File: config.mk
export PLATFORM = sky130hd
export DESIGN_NAME = smb_gauge_slave
export DESIGN_NICKNAME = d
export VERILOG_FILES = /design/src/rtl/smbg_pkg.sv /design/src/rtl/smbg_sync.sv /design/src/rtl/smbg_regfile.sv /design/src/rtl/smbg_engine.sv /design/src/rtl/smb_gauge_slave.sv
export SDC_FILE = /design/constraint.sdc
export NUM_CORES = 1
export LEC_CHECK = 0
export BUFFER_PORTS_ARGS = -buffer_cell sky130_fd_sc_hd__clkbuf_2
export CELL_PAD_IN_SITES_DETAIL_PLACEMENT = 1
export CELL_PAD_IN_SITES_GLOBAL_PLACEMENT = 1
export CORE_MARGIN = 10
export CORE_UTILIZATION = 39
export DETAILED_ROUTE_END_ITERATION = 8
export PLACE_DENSITY = 0.86
export SLEW_MARGIN = 20
export SYNTH_ARGS = -nofsm -noshare
export SYNTH_HDL_FRONTEND = slang
export SYNTH_HIERARCHICAL = 1
export SYNTH_SLANG_ARGS = --single-unit
File: constraint.sdc
create_clock -name clk -period 3.45 [get_ports clk]
set_clock_uncertainty 0.15 [all_clocks]
set_input_delay 0.8625 -clock clk [delete_from_list [all_inputs] [get_ports clk]]
set_output_delay 0.8625 -clock clk [all_outputs]
set_load 0.02 [all_outputs]
File: src/rtl/smbg_pkg.sv
package smbg_pkg;

   localparam int unsigned N_TEL  = 6;
   localparam int unsigned WORD_W = 16;

   typedef enum logic [1:0] {K_NONE, K_WORD, K_BLOCK} kind_e;

   typedef enum logic [2:0] {
      ST_IDLE, ST_RX, ST_RX_ACK, ST_TX, ST_TX_ACK, ST_TX_GO
   } bus_st_e;

   typedef enum logic [1:0] {G_ADDR, G_CMD, G_WDATA, G_READ} stage_e;

   typedef struct packed {
      kind_e      kind;
      logic       wr_ok;
      logic [2:0] slot;   // word slot 0..5, 6 = cut-off; or string index 0..4
      logic [3:0] len;    // payload length of a string
   } cmd_info_t;

   function automatic cmd_info_t decode_cmd(input logic [7:0] c);
      cmd_info_t r;
      r = '{kind: K_NONE, wr_ok: 1'b0, slot: 3'd0, len: 4'd0};
      case (c)
         8'h08: r = '{K_WORD,  1'b0, 3'd0, 4'd2};
         8'h09: r = '{K_WORD,  1'b0, 3'd1, 4'd2};
         8'h0A: r = '{K_WORD,  1'b0, 3'd2, 4'd2};
         8'h0B: r = '{K_WORD,  1'b0, 3'd3, 4'd2};
         8'h0F: r = '{K_WORD,  1'b0, 3'd4, 4'd2};
         8'h10: r = '{K_WORD,  1'b0, 3'd5, 4'd2};
         8'h3F: r = '{K_WORD,  1'b1, 3'd6, 4'd2};
         8'h20: r = '{K_BLOCK, 1'b0, 3'd0, 4'd12};
         8'h21: r = '{K_BLOCK, 1'b0, 3'd1, 4'd8};
         8'h22: r = '{K_BLOCK, 1'b0, 3'd2, 4'd6};
         8'h23: r = '{K_BLOCK, 1'b0, 3'd3, 4'd6};
         8'h3C: r = '{K_BLOCK, 1'b0, 3'd4, 4'd5};
         default: ;
      endcase
      return r;
   endfunction

endpackage

File: src/rtl/smbg_sync.sv
module smbg_sync #(
   parameter int unsigned STAGES = 2
) (
   input  logic clk,
   input  logic rst_n,
   input  logic scl_i,
   input  logic sda_i,
   output logic sda_s,
   output logic start_ev,
   output logic stop_ev,
   output logic scl_rise,
   output logic scl_fall
);

   generate
      if (STAGES < 2) begin : g_bad_stages
         $error("smbg_sync: STAGES must be at least 2");
      end
   endgenerate

   logic [STAGES-1:0] scl_ff, sda_ff;
   logic              scl_q, sda_q, scl_s;

   always_ff @(posedge clk or negedge rst_n) begin
      if (!rst_n) begin
         scl_ff <= '1;
         sda_ff <= '1;
         scl_q  <= 1'b1;
         sda_q  <= 1'b1;
      end else begin
         scl_ff <= {scl_ff[STAGES-2:0], scl_i};
         sda_ff <= {sda_ff[STAGES-2:0], sda_i};
         scl_q  <= scl_ff[STAGES-1];
         sda_q  <= sda_ff[STAGES-1];
      end
   end

   assign scl_s    = scl_ff[STAGES-1];
   assign sda_s    = sda_ff[STAGES-1];
   assign start_ev = scl_s & scl_q & sda_q & ~sda_s;
   assign stop_ev  = scl_s & scl_q & ~sda_q & sda_s;
   assign scl_rise = scl_s & ~scl_q;
   assign scl_fall = ~scl_s & scl_q;

endmodule

File: src/rtl/smbg_regfile.sv
module smbg_regfile
   import smbg_pkg::*;
#(
   parameter logic [7:0]        ID_BASE    = 8'h40,
   parameter logic [WORD_W-1:0] CUTOFF_RST = 16'h1770
) (
   input  logic                    clk,
   input  logic                    rst_n,
   input  logic [N_TEL*WORD_W-1:0] tel_words,
   input  logic [7:0]              cmd,
   input  logic [4:0]              idx,
   input  logic                    wr_en,
   input  logic [WORD_W-1:0]       wr_data,
   output logic [7:0]              rd_byte,
   output logic [WORD_W-1:0]       cutoff
);

   logic [WORD_W-1:0] tel [N_TEL];
   logic [WORD_W-1:0] word_sel;
   logic [7:0]        str_byte;
   cmd_info_t         info;

   for (genvar g = 0; g < N_TEL; g++) begin : g_unpack
      assign tel[g] = tel_words[g*WORD_W +: WORD_W];
   end

   assign info = decode_cmd(cmd);

   always_ff @(posedge clk or negedge rst_n) begin
      if (!rst_n)     cutoff <= CUTOFF_RST;
      else if (wr_en) cutoff <= wr_data;
   end

   always_comb begin
      if (info.slot < 3'(N_TEL)) word_sel = tel[info.slot];
      else                      word_sel = cutoff;
   end

   assign str_byte = ID_BASE + {1'b0, info.slot, 4'b0000} + {3'b000, idx - 5'd1};

   always_comb begin
      rd_byte = 8'hFF;
      case (info.kind)
         K_WORD: begin
            if (idx == 5'd0)      rd_byte = word_sel[7:0];
            else if (idx == 5'd1) rd_byte = word_sel[15:8];
         end
         K_BLOCK: begin
            if (idx == 5'd0)                    rd_byte = {4'h0, info.len};
            else if (idx <= {1'b0, info.len})   rd_byte = str_byte;
         end
         default: ;
      endcase
   end

   // a commit only ever targets the writable parameter
   a_r6_only_writable: assert property (@(posedge clk) disable iff (!rst_n)
      wr_en |-> info.wr_ok);

   // the threshold moves only on a commit pulse
   a_r5_cutoff_hold: assert property (@(posedge clk) disable iff (!rst_n)
      !wr_en |=> $stable(cutoff));

endmodule

File: src/rtl/smbg_engine.sv
module smbg_engine
   import smbg_pkg::*;
#(
   parameter logic [6:0] SLAVE_ADDR = 7'h0B
) (
   input  logic              clk,
   input  logic              rst_n,
   input  logic              sda_s,
   input  logic              start_ev,
   input  logic              stop_ev,
   input  logic              scl_rise,
   input  logic              scl_fall,
   input  logic [7:0]        rd_byte,
   output logic [7:0]        cmd_q,
   output logic [4:0]        byte_idx,
   output logic              wr_en,
   output logic [WORD_W-1:0] wr_data,
   output logic              sda_oe
);

   bus_st_e    st;
   stage_e     stage;
   logic [2:0] bit_cnt;
   logic [7:0] sr, tx_sr, lo_q;
   logic       full, rd_q, cmd_ok, acc;
   cmd_info_t  rx_info, q_info;

   assign rx_info = decode_cmd(sr);
   assign q_info  = decode_cmd(cmd_q);

   always_comb begin
      case (stage)
         G_ADDR:  acc = (sr[7:1] == SLAVE_ADDR) && (!sr[0] || cmd_ok);
         G_CMD:   acc = (rx_info.kind != K_NONE);
         G_WDATA: acc = q_info.wr_ok && (byte_idx < 5'd2);
         default: acc = 1'b0;
      endcase
   end

   always_ff @(posedge clk or negedge rst_n) begin
      if (!rst_n) begin
         st <= ST_IDLE; stage <= G_ADDR; bit_cnt <= '0; sr <= '0; tx_sr <= '0;
         lo_q <= '0; full <= 1'b0; rd_q <= 1'b0; cmd_ok <= 1'b0; cmd_q <= '0;
         byte_idx <= '0; wr_en <= 1'b0; wr_data <= '0; sda_oe <= 1'b0;
      end else begin
         wr_en <= 1'b0;
         if (stop_ev) begin
            st <= ST_IDLE; sda_oe <= 1'b0; cmd_ok <= 1'b0; full <= 1'b0;
         end else if (start_ev) begin
            st <= ST_RX; stage <= G_ADDR; bit_cnt <= '0; sda_oe <= 1'b0; full <= 1'b0;
         end else begin
            case (st)
               ST_RX: begin
                  if (scl_rise) begin
                     sr      <= {sr[6:0], sda_s};
                     bit_cnt <= bit_cnt + 3'd1;
                     if (bit_cnt == 3'd7) full <= 1'b1;
                  end else if (scl_fall && full) begin
                     full <= 1'b0;
                     if (acc) begin
                        sda_oe <= 1'b1;
                        st     <= ST_RX_ACK;
                        case (stage)
                           G_ADDR:  begin rd_q <= sr[0]; byte_idx <= '0; end
                           G_CMD:   begin cmd_q <= sr; cmd_ok <= 1'b1; end
                           G_WDATA: if (byte_idx == 5'd0) lo_q <= sr;
                           default: ;
                        endcase
                     end else begin
                        st <= ST_IDLE;
                     end
                  end
               end
               ST_RX_ACK: if (scl_fall) begin
                  sda_oe <= 1'b0;
                  st     <= ST_RX;
                  case (stage)
                     G_ADDR: if (rd_q) begin
                        tx_sr   <= rd_byte;
                        sda_oe  <= ~rd_byte[7];
                        bit_cnt <= '0;
                        st      <= ST_TX;
                        stage   <= G_READ;
                     end else begin
                        stage <= G_CMD;
                     end
                     G_CMD: begin stage <= G_WDATA; byte_idx <= '0; end
                     G_WDATA: begin
                        if (byte_idx == 5'd1) begin
                           wr_en   <= 1'b1;
                           wr_data <= {sr, lo_q};
                        end
                        byte_idx <= byte_idx + 5'd1;
                     end
                     default: ;
                  endcase
               end
               ST_TX: if (scl_fall) begin
                  if (bit_cnt == 3'd7) begin
                     sda_oe  <= 1'b0;
                     bit_cnt <= '0;
                     st      <= ST_TX_ACK;
                  end else begin
                     tx_sr   <= {tx_sr[6:0], 1'b1};
                     sda_oe  <= ~tx_sr[6];
                     bit_cnt <= bit_cnt + 3'd1;
                  end
               end
               ST_TX_ACK: if (scl_rise) begin
                  if (sda_s) st <= ST_IDLE;
                  else begin
                     st <= ST_TX_GO;
                     if (byte_idx != 5'h1F) byte_idx <= byte_idx + 5'd1;
                  end
               end
               ST_TX_GO: if (scl_fall) begin
                  tx_sr  <= rd_byte;
                  sda_oe <= ~rd_byte[7];
                  st     <= ST_TX;
               end
               default: ;
            endcase
         end
      end
   end

   // a STOP always leaves SDA released
   a_r8_stop_release: assert property (@(posedge clk) disable iff (!rst_n)
      stop_ev |=> !sda_oe);

   // an idle slave never pulls the line
   a_r1_idle_quiet: assert property (@(posedge clk) disable iff (!rst_n)
      (st == ST_IDLE) |-> !sda_oe);

   // a master NACK on a read ends the transfer with SDA free
   a_r7_nack_release: assert property (@(posedge clk) disable iff (!rst_n)
      (st == ST_TX_ACK && scl_rise && sda_s && !stop_ev && !start_ev)
         |=> (st == ST_IDLE && !sda_oe));

   // the commit pulse comes only from the data stage of a write
   a_r5_commit_stage: assert property (@(posedge clk) disable iff (!rst_n)
      wr_en |-> (stage == G_WDATA && byte_idx == 5'd2));

endmodule

File: src/rtl/smb_gauge_slave.sv
module smb_gauge_slave
   import smbg_pkg::*;
#(
   parameter logic [6:0]        SLAVE_ADDR  = 7'h0B,
   parameter int unsigned       SYNC_STAGES = 2,
   parameter logic [7:0]        ID_BASE     = 8'h40,
   parameter logic [WORD_W-1:0] CUTOFF_RST  = 16'h1770
) (
   input  logic                    clk,
   input  logic                    rst_n,
   input  logic                    scl_i,
   input  logic                    sda_i,
   output logic                    sda_oe,
   output logic                    sda_do,
   input  logic [N_TEL*WORD_W-1:0] tel_words,
   output logic [WORD_W-1:0]       cutoff_o
);

   generate
      if (ID_BASE > 8'hAF) begin : g_bad_base
         $error("smb_gauge_slave: ID_BASE leaves no room for the strings");
      end
   endgenerate

   logic              sda_s, start_ev, stop_ev, scl_rise, scl_fall, wr_en;
   logic [7:0]        cmd_q, rd_byte;
   logic [4:0]        byte_idx;
   logic [WORD_W-1:0] wr_data;

   assign sda_do = 1'b0;

   smbg_sync #(.STAGES(SYNC_STAGES)) u_sync (
      .clk, .rst_n, .scl_i, .sda_i, .sda_s, .start_ev, .stop_ev, .scl_rise, .scl_fall
   );

   smbg_engine #(.SLAVE_ADDR(SLAVE_ADDR)) u_engine (
      .clk, .rst_n, .sda_s, .start_ev, .stop_ev, .scl_rise, .scl_fall,
      .rd_byte, .cmd_q, .byte_idx, .wr_en, .wr_data, .sda_oe
   );

   smbg_regfile #(.ID_BASE(ID_BASE), .CUTOFF_RST(CUTOFF_RST)) u_regs (
      .clk, .rst_n, .tel_words, .cmd(cmd_q), .idx(byte_idx),
      .wr_en, .wr_data, .rd_byte, .cutoff(cutoff_o)
   );

endmodule

==> results.md, run 1 <==
- Arrival time worst endpoint: about 3.6 ns
- Nets: 818
- Total GRT Usage: 0.188
- Tmin final: around 3.5 ns
- Critical Path Fanout Max: 4
- Setup TNS: -0.0848 ns
- Share of cells above drive strength 1: 0.374
- Fin Hold WS: roughly 0.21 ns
- Area leader, netlist: dfrtp_1
- Period utilization: 1.02
- Clock Pin Slew Worst Setup and Hold Paths: about 0.070 ns
- Final Hold Fails: 0
- Worst R2R End: u_engine/sda_oe$_DFFE_PN0P_
- Post-synthesis instance total: roughly 570
- Final setup fails: 1
- CTS tree: done
- Worst slew margin: 0.475
- Worst setup EP type: flip-flop
- Root buffer cell: clkbuf_16
- Initial Util: 0.396
- Final Worst Setup Slack: -0.0848 ns
- Reg2reg setup slack: -0.08 ns
- FMAX: around 0.28 GHz
- H-tree depth: 3
- Worst setup startpoint: u_engine/cmd_q[4]$_DFFE_PN0P_
- Mean post-synth cell area: around 10 um^2
- TritonCTS Sinks: 87
- Clock Latency Late Sink: around 0.35 ns
- DR pass1 iterations: 5
- Area grow syn2layout: 22.4%
- Slowest stage cell, crit path: or3_4
- Least-Margin Pin Slew: just under 0.8 ns
- Yosys warns: 6
- Iteration-0 DRC Markers: ~400
- CTS buffer count: 9
- Synth async-reset ratio: 1.00
- R2r startpoint: u_engine/cmd_q[4]$_DFFE_PN0P_
- Post-synth top area share: 0.324
- Most common cell after layout, fill and taps aside: clkbuf_2
- Total wire length: around 20 mm
- Hold crit path type: reg -> reg
- Routed Antenna Nets: 0
- Post-synthesis sequential area ratio: 0.384
- Total number of vias: 5234
- Crit-path cells: or3_4 > nor4_4 > nand2b_1 > ha_1 > nand4_1 > nand2_1 > a21oi_2 > a211oi_2 > nand3_1 > a31oi_1 > o21ai_1 > o21ai_1 > a21oi_1 > a221oi_1
- Antenna violations before repair: 0
- FF+latch count, synth: between 80 and 90
- CP required: ~3.5 ns
- FF-to-FF path depth: 14
- Die Span Y: ~140 um
- Commonest cells after routing, fill and taps aside: clkbuf_2, dfrtp_1, nand2_1
- Leading post-synthesis cells by cell area: dfrtp_1, mux2_2, mux2i_1
- Startpoint Class: flip-flop
- Syn_nets: 690
- N_diodes: 0
- Drt wl/cell: about 22 um
- Maximum VDD drop: roughly 0.34 mV
- Unique masters post-synth: 78
- Vias per inst: between 5 and 6
- Syn Std Cell Area: 5720 um^2
- RSZ-0062 raised after global routing: true
- Kind of critical path: reg -> reg
- Max-slew violations: 0
- CP most frequent cell: o21ai_1
- Rows: between 40 and 50
- DR DRC count: 0
- Number of max-cap violations: 0
- GRT Residual Overflow: 0
- First-pass GRT wire length: about 30 mm
- Hold depth: 0
- IO Port Bufs: approximately 120
- Core Footprint: roughly 14000 um^2
- Worst Hold End: u_sync/sda_ff[1]$_DFF_PN1_
- Die ar.: ~20000 um^2
- CP max stage delay: between 0.4 and 0.5 ns
- Hold Startpoint: u_sync/sda_ff[0]$_DFF_PN1_
- Clk buf depth: 2
- Die width: 141 um
- Synth Flop Type: dfrtp_1
- EDFF count, synth: 0
- Failing checks: negative setup slack
- Number of global-route vias before repair: ~5700
- Largest net degree at the start of global routing: 85
- Hold-fix buffers, CTS: 0
- Power Density: 378 nW/um^2
- Routability cong.: about 0.92
- Post-DP HPWL: 14.8 mm
- Outcome: finished, violations left
- IO Pins: roughly 120
- Static Leakage: between 3 and 4 nW
## where the power goes
| part | total [mW] | switching, mW | internal, mW | leakage, nW |
|---|---|---|---|---|
| Clock | 1.02 | 0.440 | 0.575 | 0.146 |
| Sequential | 1.24 | 0.149 | 1.09 | 1.11 |
| Combinational | 0.387 | 0.200 | 0.187 | 2.23 |
## registers in the layout, summed over array words and instances, names as in the netlist
register / flops
u_engine/sr: 8
u_engine/tx_sr: 7
u_engine/sda_oe: 1
u_sync/scl_q: 1
u_engine/cmd_q: 8
u_engine/wr_en: 1
u_engine/wr_data: 16
u_engine/stage: 2
u_engine/rd_q: 1
u_regs/cutoff: 16
u_sync/sda_ff: 2
u_engine/bit_cnt: 3
u_engine/full: 1
u_engine/st: 3
u_engine/cmd_ok: 1
u_sync/scl_ff: 2
u_engine/byte_idx: 5
u_engine/lo_q: 8
u_sync/sda_q: 1
## routing by layer
metal  vias up  track usage  share of wire
li1       2380            -              -
met1      2671        0.229           0.41
met2       151        0.325           0.52
met5         -            0              0
met4         0       0.0620          0.019
met3        32       0.0356          0.050
## worst max-delay path, delay by kind of cell (launching register included)
kind                     cells  cell delay, ns
AO/OA/AOI/OAI                7            1.15
adder cells (fa/ha/maj)      1            0.34
flip-flops                   1            0.39
AND/OR/NAND/NOR              6            1.40
## logic make-up (layout without fill, tap and decap cells)
logic type,Yosys count,after routing,share of synthesized area
DFF,87,87,0.384
and+or+nand+nor,173,173,0.164
adders and majority gates,18,18,0.0394
other,1,1,0.000656
xor gates and xnor gates,7,7,0.0107
muxes,103,103,0.199
AOI/OAI and AO/OA,134,134,0.160
buffers and inverters,49,182,0.0429
## synth_stat cells (3+ instances only)
master,count
a22oi_1,7
a211oi_1,3
a21oi_1,32
o21ai_1,8
buf_2,9
clkbuf_1,9
nor2_1,32
mux2_4,6
ha_1,18
nand4_1,8
nor3_4,3
or3b_1,3
xnor2_1,5
inv_1,19
dfrtp_1,74
nor2b_1,8
o221ai_1,5
nor3_1,16
o22ai_1,4
mux2_1,9
mux2i_1,46
and3_1,3
mux2_2,41
and2_1,4
o311ai_0,4
o2111ai_1,3
nand3_1,16
dfstp_2,13
nor3_2,4
o21ai_0,27
nand2b_1,5
a31oi_1,8
buf_4,5
nand2_1,49
or2_2,3
## metrics by stage
stage / setup WS [ns] / total power [mW] / util / std cells / area, um^2
final: -0.0848 / 2.64 / 0.485 / 889 / 7000
after global routing: -0.169 / 2.77 / 0.485 / 889 / 7000
after CTS: 0.0230 / 2.66 / 0.477 / 884 / 6870
after detailed placement: -0.138 / 1.64 / 0.454 / 868 / 6550
after global placement: 0.122 / 1.60 / 0.454 / 868 / 6550
after floorplan: 0.0446 / 1.45 / - / 572 / 5730
## cell type report
type,instances,area (um^2)
clock buffers,10,229
clock inverters,6,75.1
fillers,1672,7430
inverters,21,78.8
multi-input cells,436,3380
flip-flops and latches,87,2200
well taps,184,230
repair buffers,145,805
## what timing repair did
| action | 4_1_cts | 5_1_grt |
|---|---|---|
| pin swaps | 1 | 21 |
| setup buffers | 0 | 5 |
| setup endpoints to repair | 2 | 8 |
| gates resized for setup | 3 | 21 |
## worst max path at each step
| stage | to | slack, ns | cells past startpoint |
|---|---|---|---|
| floorplan | u_engine/sda_oe$_DFFE_PN0P_ | 0.04 | 14 |
| global placement | u_engine/sda_oe$_DFFE_PN0P_ | 0.12 | 14 |
| detailed placement | u_engine/sda_oe$_DFFE_PN0P_ | -0.14 | 14 |
| global route | u_engine/sda_oe$_DFFE_PN0P_ | -0.17 | 14 |
| finish | u_engine/sda_oe$_DFFE_PN0P_ | -0.08 | 14 |
| CTS | u_engine/sda_oe$_DFFE_PN0P_ | 0.02 | 14 |
No activity file was read; power rests on OpenSTA's default activity.
==> run 2: changes to the inputs <==
--- a/config.mk
+++ b/config.mk
@@ -7,3 +7,3 @@
 export LEC_CHECK = 0
-export BUFFER_PORTS_ARGS = -buffer_cell sky130_fd_sc_hd__clkbuf_2
+export BUFFER_PORTS_ARGS = -buffer_cell sky130_fd_sc_hd__buf_2
 export CELL_PAD_IN_SITES_DETAIL_PLACEMENT = 1
--- a/constraint.sdc
+++ b/constraint.sdc
@@ -4,2 +4,2 @@
 set_output_delay 0.8625 -clock clk [all_outputs]
-set_load 0.02 [all_outputs]
+set_load 0.005 [all_outputs]
==> run 2 against run 1 <==
Effect of this change: the flow still finishes with violations (negative setup slack); sequential share of layout area decreased by 0.069 points; die area unchanged; worst setup slack better by 0.053 ns; utilization up 0.052 points; routed wire length grew 3.9%; maximum frequency increased by 1.5%; non-clock buffer count increased by 5; via count grew 0.44%; critical endpoint unchanged; largest power group unchanged; highest routed layer unchanged.
==> results.md, run 2 (synthesis gave the netlist of run 1 again) <==
- Final Worst Setup Slack: -0.0313 ns (+0.0534 ns)
- Arrival time worst endpoint: 3.57 ns (-0.06 ns)
- Total power: 2.62 mW (-0.92%)
- Hold Startpoint: u_sync/sda_ff[0]$_DFF_PN1_
- Reg2reg setup slack: -0.03 ns (+0.05 ns)
- Kind of critical path: reg -> reg
- Slowest stage cell, crit path: dfrtp_1
- FF-to-FF path depth: 15 (+1)
- Die ar.: 19900 um^2 (unchanged)
- Final setup fails: 1 (unchanged)
- Post-place setup slack: -0.0636 ns (+0.0747 ns)
- Area grow syn2layout: 22.5%
- Worst setup EP type: flip-flop
- Tmin final: 3.48 ns (-0.0534 ns)
- Period utilization: 1.01 (-0.0155)
- Outcome: finished, violations left
- Finished Core Util: 0.486 (+0.000521)
- First-pass GRT wire length: 31.8 mm (+3.7%)
- Clk buf depth: 2 (unchanged)
- Total wire length: 20.4 mm (+3.9%)
- Iteration-0 DRC Markers: 371 (-6.8%)
- H-tree depth: 3 (unchanged)
- Number of global-route vias before repair: 5740 (+0.81%)
- RSZ-0062 raised after global routing: true
- FMAX: 0.287 GHz (+1.5%)
- Total number of vias: 5257 (+0.44%)
- Crit-path cells: or3_4 > buf_4 > o32ai_2 > a21oi_2 > ha_1 > nor2b_4 > o21ai_2 > a21oi_1 > a211oi_2 > nand3_1 > a31oi_1 > o21ai_1 > o21ai_1 > a21oi_1 > a221oi_1
- Hold-fix buffers, CTS: 0 (unchanged)
- Most common cell after layout, fill and taps aside: buf_2
- CP max stage delay: 0.42 ns (about the same)
- Nets: 823 (+0.61%)
- CP top delay family: compound AO/OA/AOI/OAI gates
- Worst R2R End: u_engine/sda_oe$_DFFE_PN0P_
- Antenna violations before repair: 0 (unchanged)
- Hold depth: 0 (unchanged)
- Met3 usage in global routing: 0.0299 (-0.00571)
- GRT Residual Overflow: 0 (unchanged)
- Static Leakage: 3.50 nW (+0.43%)
- Final Hold Fails: 0 (unchanged)
- Biggest registers after layout: u_engine/wr_data x16, u_regs/cutoff x16
- Total GRT Usage: 0.197 (+0.00920)
- Clock Power Share: 0.379 (-0.005)
- Critical Path Fanout Max: 5 (+1)
- Worst setup startpoint: u_engine/cmd_q[7]$_DFFE_PN0P_
- Startpoint Class: flip-flop
- Internal: 1.79 mW (-3.5%)
- Least-Margin Pin Slew: 0.796 ns (+0.00926 ns)
- Combinational Power Share: 0.149 (+0.002)
- Grt met2 use: 0.339 (+0.0147)
- Routability cong.: 0.928 (+1.0%)
- DR pass1 iterations: 5 (unchanged)
- Rows: 44 (unchanged)
- Vias per inst: 5.88 (-0.12%)
- Routed Antenna Nets: 0 (unchanged)
- TritonCTS Sinks: 87 (unchanged)
- IO Pins: 118 (unchanged)
- Core Footprint: 14400 um^2 (unchanged)
- Post-DP HPWL: 15.0 mm (+1.5%)
- Die Span Y: 141 um (unchanged)
- Clock Latency Late Sink: 0.35 ns (about the same)
- Gr busiest metal: met2
- Switch Pwr: 831 uW (+5.2%)
- Commonest cells after routing, fill and taps aside: buf_2, dfrtp_1, nand2_1
- Clock Pin Slew Worst Setup and Hold Paths: 0.07 ns (about the same)
- Initial Util: 0.396 (unchanged)
- CTS buffer count: 9 (unchanged)
- Switch share: 0.318 (+0.0185)
- Die width: 141 um (unchanged)
- Max-slew violations: 0 (unchanged)
- Hold crit path type: reg -> reg
- CP required: 3.54 ns (about the same)
- DR DRC count: 0 (unchanged)
- Number of max-cap violations: 0 (unchanged)
- Drt wl/cell: 22.8 um (+3.3%)
- Maximum VDD drop: 0.457 mV (+33%)
- CTS tree: done
- Power Density: 374 nW/um^2 (-1.0%)
- IO Port Bufs: 116 (unchanged)
- Largest net degree at the start of global routing: 85 (unchanged)
- R2r startpoint: u_engine/cmd_q[7]$_DFFE_PN0P_
- Sequential share of power: 0.472 (+0.003)
- Share of cells above drive strength 1: 0.372 (-0.00264)
- Worst slew margin: 0.469 (-0.00617)
- Failing checks: negative setup slack
- Met1 usage: 0.234 (+0.00539)
- Buf+Inv Stages, Crit Path: 1 (+1)
- N_diodes: 0 (unchanged)
- Worst Hold End: u_sync/sda_ff[1]$_DFF_PN1_
- Root buffer cell: clkbuf_16
[run 2: metrics by stage]
stage	TNS, ns	hold WS [ns]	cell area, um^2	instances
final	-0.0313	0.207	7000	894
after global routing	-0.510	0.210	7000	894
after CTS	0	0.208	6880	883
after detailed placement	-0.0636	0.198	6550	867
after global placement	0	0.196	6550	867
after floorplan	0	0.195	5730	572
[run 2: layout make-up]
cell class,count,area [um^2]
Multi-Input combinational cell,436,3350
Tap cell,184,230
Fill cell,1672,7420
Clock inverter,7,77.6
Timing Repair Buffer,150,842
Inverter,21,78.8
Clock buffer,9,225
Sequential cell,87,2200
[run 2: timing repair]
item / CTS / global route
setup endpoints to repair: 1 / 7
endpoints found under the hold margin: 0 / 0
buffers inserted: 0 / 11
gates cloned: 0 / 0
resized for setup: 7 / 10
pin swaps: 1 / 15
[run 2: worst max-delay path by stage]
stage / end / slack (ns) / depth (start not counted)
floorplan: u_engine/sda_oe$_DFFE_PN0P_ / 0.04 / 14
global placement: u_engine/sda_oe$_DFFE_PN0P_ / 0.12 / 14
detailed placement: u_engine/sda_oe$_DFFE_PN0P_ / -0.06 / 14
CTS: u_engine/sda_oe$_DFFE_PN0P_ / 0.04 / 14
global route: u_engine/sda_oe$_DFFE_PN0P_ / -0.13 / 14
finish: u_engine/sda_oe$_DFFE_PN0P_ / -0.03 / 15
[run 2: worst register-to-register path: stages (launching register included)]
cell	delay [ns]
dfrtp_1	0.42
or3_4	0.38
buf_4	0.16
o32ai_2	0.30
a21oi_2	0.07
ha_1	0.36
nor2b_4	0.15
o21ai_2	0.11
a21oi_1	0.09
a211oi_2	0.25
nand3_1	0.11
a31oi_1	0.17
o21ai_1	0.12
o21ai_1	0.15
a21oi_1	0.09
a221oi_1	0.29
[run 2: power groups by stage]
stage	Combinational [mW]	Sequential, mW	Clock (mW)
3_3_place_gp	0.356	1.24	0
5_1_grt	0.438	1.25	1.06
4_1_cts	0.392	1.24	1.00
2_1_floorplan	0.289	1.16	0
6_report	0.390	1.24	0.992
3_5_place_dp	0.383	1.25	0
[run 2: routing by layer]
metal | vias to the layer above | part of all wire
li1 | 2387 | -
met1 | 2667 | 0.40
met2 | 152 | 0.52
met4 | 0 | 0.033
met3 | 51 | 0.049
met5 | - | 0
